`src/rtl/divcfg_pkg.sv`:
```
package divcfg_pkg;
  localparam int M_W     = 9;
  localparam int N_W     = 3;
  localparam int T_W     = 2;
  localparam int FRAME_W = T_W + 2 * N_W + M_W;

  // packed so that the struct bit layout equals the serial frame layout
  typedef struct packed {
    logic [T_W-1:0] tsel;
    logic [N_W-1:0] nb;
    logic [N_W-1:0] na;
    logic [M_W-1:0] m;
  } cfg_t;

  typedef enum logic [1:0] {
    TS_LOW   = 2'b00,
    TS_CHAIN = 2'b01,
    TS_FDBK  = 2'b10,
    TS_BANKA = 2'b11
  } tsel_e;
endpackage

```
`src/rtl/divcfg_edge.sv`:
```
module divcfg_edge #(
  parameter int W = 2
) (
  input  logic         clk,
  input  logic         rst_n,
  input  logic [W-1:0] lvl,
  output logic [W-1:0] rise
);
  logic [W-1:0] lvl_q;

  // reset to ones: a level already high at release is not an edge
  always_ff @(posedge clk) begin
    if (!rst_n) lvl_q <= '1;
    else        lvl_q <= lvl;
  end

  assign rise = lvl & ~lvl_q;
endmodule

```
`src/rtl/divcfg_shift.sv`:
```
module divcfg_shift #(
  parameter int FW = divcfg_pkg::FRAME_W
) (
  input  logic          clk,
  input  logic          rst_n,
  input  logic          shift_en,
  input  logic          din,
  output logic [FW-1:0] sr,
  output logic [FW-1:0] sr_nxt
);
  always_comb begin
    sr_nxt = shift_en ? {sr[FW-2:0], din} : sr;
  end

  always_ff @(posedge clk) begin
    if (!rst_n) sr <= '0;
    else        sr <= sr_nxt;
  end
endmodule

```
`src/rtl/divcfg_test_mux.sv`:
```
module divcfg_test_mux
  import divcfg_pkg::*;
(
  input  logic           force_low,
  input  logic [T_W-1:0] tsel,
  input  logic           chain_bit,
  input  logic           fdbk,
  input  logic           banka,
  output logic           test_out
);
  always_comb begin
    test_out = 1'b0;
    if (!force_low) begin
      case (tsel_e'(tsel))
        TS_LOW:   test_out = 1'b0;
        TS_CHAIN: test_out = chain_bit;
        TS_FDBK:  test_out = fdbk;
        TS_BANKA: test_out = banka;
        default:  test_out = 1'b0;
      endcase
    end
  end
endmodule

```
`src/rtl/divcfg_ctrl.sv`:
```
module divcfg_ctrl
  import divcfg_pkg::*;
#(
  parameter int M_MIN = 23,
  parameter int M_MAX = 30
) (
  input  logic           clk,
  input  logic           rst_n,
  input  logic           par_latch,
  input  logic [M_W-1:0] par_m,
  input  logic [N_W-1:0] par_na,
  input  logic [N_W-1:0] par_nb,
  input  logic           ser_clk,
  input  logic           ser_data,
  input  logic           ser_strobe,
  input  logic           hold_rst,
  input  logic           mdiv_in,
  input  logic           fouta_in,
  output logic [M_W-1:0] m_eff,
  output logic [N_W-1:0] na_eff,
  output logic [N_W-1:0] nb_eff,
  output logic           test_out,
  output logic           m_bad
);
  logic [1:0]         rise;
  logic               sclk_rise;
  logic               stb_rise;
  logic [FRAME_W-1:0] sr;
  logic [FRAME_W-1:0] sr_nxt;
  cfg_t               cfg_q;

  divcfg_edge #(.W(2)) u_edge (
    .clk   (clk),
    .rst_n (rst_n),
    .lvl   ({ser_strobe, ser_clk}),
    .rise  (rise)
  );
  assign sclk_rise = rise[0];
  assign stb_rise  = rise[1];

  divcfg_shift #(.FW(FRAME_W)) u_shift (
    .clk      (clk),
    .rst_n    (rst_n),
    .shift_en (par_latch & sclk_rise),
    .din      (ser_data),
    .sr       (sr),
    .sr_nxt   (sr_nxt)
  );

  // holding register: tracks parallel pins while transparent,
  // takes the shift register on a serial load or while the strobe is high
  always_ff @(posedge clk) begin
    if (!rst_n) begin
      cfg_q.m    <= par_m;
      cfg_q.na   <= par_na;
      cfg_q.nb   <= par_nb;
      cfg_q.tsel <= '0;
    end else if (!par_latch) begin
      cfg_q.m    <= par_m;
      cfg_q.na   <= par_na;
      cfg_q.nb   <= par_nb;
    end else if (ser_strobe && (stb_rise || sclk_rise)) begin
      cfg_q <= cfg_t'(sr_nxt);
    end
  end

  always_comb begin
    if (par_latch) begin
      m_eff  = cfg_q.m;
      na_eff = cfg_q.na;
      nb_eff = cfg_q.nb;
    end else begin
      m_eff  = par_m;
      na_eff = par_na;
      nb_eff = par_nb;
    end
  end

  assign m_bad = (int'(m_eff) < M_MIN) || (int'(m_eff) > M_MAX);

  divcfg_test_mux u_tmux (
    .force_low (~par_latch | hold_rst),
    .tsel      (cfg_q.tsel),
    .chain_bit (sr[FRAME_W-1]),
    .fdbk      (mdiv_in),
    .banka     (fouta_in),
    .test_out  (test_out)
  );
endmodule

```
`config.mk`:
```
export PLATFORM = sky130hd
export DESIGN_NAME = divcfg_ctrl
export DESIGN_NICKNAME = d
export VERILOG_FILES = /design/src/rtl/divcfg_pkg.sv /design/src/rtl/divcfg_edge.sv /design/src/rtl/divcfg_shift.sv /design/src/rtl/divcfg_test_mux.sv /design/src/rtl/divcfg_ctrl.sv
export SDC_FILE = /design/constraint.sdc
export NUM_CORES = 1
export LEC_CHECK = 0
export BUFFER_PORTS_ARGS = -buffer_cell sky130_fd_sc_hd__buf_2
export CAP_MARGIN = 20
export CORE_ASPECT_RATIO = 1.75
export CORE_UTILIZATION = 40
export CTS_BUF_LIST = sky130_fd_sc_hd__clkbuf_16
export DETAILED_ROUTE_END_ITERATION = 12
export SETUP_SLACK_MARGIN = 0.5
export SYNTH_ARGS = -nofsm -noshare
export SYNTH_HDL_FRONTEND = slang
export SYNTH_SLANG_ARGS = --single-unit
```
`constraint.sdc`:
```
create_clock -name clk -period 3.4 [get_ports clk]
set_clock_uncertainty 0.1 [all_clocks]
set_input_delay 0.17 -clock clk [delete_from_list [all_inputs] [get_ports clk]]
set_output_delay 0.17 -clock clk [all_outputs]
set_load 0.01 [all_outputs]
```
==> impl_metrics.py <==
metrics = {
    "outcome": {
        "status": "completed",
    },
    "critical_path": {
        "critPathMaxFanout": 22,
        "crit_arrival_ns": 1.96,
        "critPathKind": "in2reg",
        "crit_required_ns": 3.31,
        "end_kind": "register",
        "cp-start-kind": "input pin",
        "r2r_slack_ns": 1.36,
    },
    "routing": {
        "drt.antenna.violating_nets": 0,
        "drt_iter0_markers": 20,
        "first_pass_iters": 4,
        "viasPerCell": 5.082,
        "wl_per_cell_um": 13.07,
        "drc": 0,
        "vias": 1235,
        "wl_um": 3175,
    },
    "sta": {
        "hold_slack_ns": 0.01267,
        "rsz0062_at_grt": "false",
        "worst_pin_slew_ns": 1.061,
        "hold_viol": 0,
        "slew_viol_final": 0,
        "max_freq_mhz": 486.7,
        "maxSlewHeadroom": 0.2909,
        "finalSetupViolCount": 0,
        "finalCritPeriodShare": 0.6043,
        "finalCriticalPeriod_ns": 2.055,
        "finalSetupTns_ns": 0,
    },
    "clocking": {
        "htreeDepth": 2,
        "postCtsSetupBuffers": 0,
        "cts.repair.resized": 0,
        "postCtsHoldBufs": 0,
        "tritoncts": "done",
        "clock_latency_ns": 0.27,
        "clock-sinks": 36,
        "cts_buffers": 5,
        "clk_path_buf_depth": 2,
        "clk_transition_reported_paths_ns": 0.05,
        "root_buffer": "clkbuf_16",
    },
    "layout": {
        "layout_commonest_cell": "buf_2",
        "drive_above_1_share": 0.2872,
        "nets": 218,
        "final_cell_area_mm2": 0.002018,
        "final_cell_mix": "buf_2 (40), dfxtp_1 (21), a21oi_1 (19)",
        "finish.utilization": 0.5121,
        "area_delta_synth_final_pct": 20.64,
        "fill_cells": 388,
        "num_antenna_cells": 0,
    },
    "logic_synthesis": {
        "syn_inst": 156,
        "yosysUniqueCellTypes": 23,
        "ys_seq_elements": 36,
        "synth_edf_count": 15,
        "synthFlopType": "dfxtp_1",
        "syn-cell-area_mm2": 0.001673,
        "synth_nets": 180,
        "synth-seq-area-share": 0.5206,
        "synth.avg_cell_area_um2": 10.72,
        "synthArstFlopShare": 0,
        "yosys_warnings": 0,
    },
    "global_routing": {
        "gr-total-overflow": 0,
        "grtUsageTotal": 0.1583,
        "grt_pass1_vias": 1167,
        "grt_pass1_wl_um": 5188,
        "grt_max_degree": 31,
        "antenna_found_initial": 0,
    },
    "power": {
        "fin_total_pwr_uw": 1015,
        "p_leak_uw": 0.0009075,
        "ir_drop_v": 0.0003242,
        "p_per_area_mw_per_mm2": 502.9,
    },
    "job": {
        "max_cap_violations": 0,
    },
    "placement": {
        "placed_area_mm2": 0.001879,
        "dpl.hpwl_um": 2209,
        "port_buffers": 40,
        "place.gp.congestion": 0.7282,
    },
    "floorplanning": {
        "die_y_um": 87.55,
        "initial_core_util": 0.4244,
        "rows": 30,
        "die-area_mm2": 0.004455,
        "core_mm2": 0.003941,
        "num_io_pins": 41,
        "die_x_um": 50.89,
    },
    "hold_path": {
        "hp-class": "in2reg",
    },
}
==> cells in the mapped netlist, types with 2 or more instances <==
cell / instances / area, µm²
dfxtp_1: 21 / 420.4
a21oi_1: 19 / 95.09
mux2i_1: 17 / 170.2
nor2b_1: 17 / 106.4
nor2_1: 16 / 60.06
edfxtp_1: 15 / 450.4
nand2_1: 12 / 45.04
mux2_1: 8 / 90.09
mux2_2: 7 / 78.83
buf_2: 4 / 20.02
nand2b_1: 4 / 25.02
clkbuf_1: 3 / 11.26
buf_6: 2 / 22.52
o21ai_0: 2 / 10.01
==> metal layers <==
metal,track usage,up-vias,share of wire
li1,-,617,-
met1,0.1690,581,0.41
met3,0.03819,4,0.039
met5,0,-,0
met4,0.07576,0,0.012
met2,0.2861,33,0.54
==> worst paths after layout <==
| kind | cells after the start | endpoint | startpoint |
|---|---|---|---|
| min reg2reg | 2 | u_shift.sr[15] | u_shift.sr[14] |
| max | 4 | cfg_q[5] | par_latch |
| min | 2 | u_edge.lvl_q[1] | ser_strobe |
| max reg2reg | 3 | cfg_q[5] | u_edge.lvl_q[0] |
==> state kept, by name, indices dropped and copies added (netlist names) <==
signal        count
cfg_q            17
u_shift.sr       17
u_edge.lvl_q      2
==> through the flow <==
| step | setup slack (ns) | std cells |
|---|---|---|
| 2_1_floorplan | 2.012 | 156 |
| 3_3_place_gp | 1.025 | 235 |
| 3_5_place_dp | 1.015 | 235 |
| 4_1_cts | 1.304 | 243 |
| 5_1_grt | 1.131 | 243 |
| 6_report | 1.345 | 243 |
==> critical path: stages <==
cell and delay [ns]:
buf_2 0.38, nand3b_1 0.81, mux2i_1 0.47, a21oi_1 0.12
==> where the power goes <==
part           leakage (µW)  total (µW)  internal [µW]  switching, µW
clock network     0.0000710         424            266            159
registers          0.000325         482            474           7.49
logic              0.000511         109           51.4           57.5
==> area by class of cell <==
class | instances | area (µm²) | area share
clock buffers | 5 | 125.1 | 0.06200
clock inverters | 3 | 13.76 | 0.006820
well taps | 48 | 60.06 | 0.02976
flip-flops and latches | 36 | 870.8 | 0.4315
multi-input cells | 110 | 740.7 | 0.3670
repair buffers | 41 | 207.7 | 0.1029
==> cell families (layout without fill, tap and decap cells) <==
kind of cell / Yosys count / in the layout / synth area share
compound gates: 23 / 23 / 0.07181
buf+inv: 10 / 49 / 0.03665
flops: 36 / 36 / 0.5206
mux: 32 / 32 / 0.2027
simple gates: 54 / 54 / 0.1631
xor+xnor: 1 / 1 / 0.005237
No activity file was read; power rests on OpenSTA's default activity.
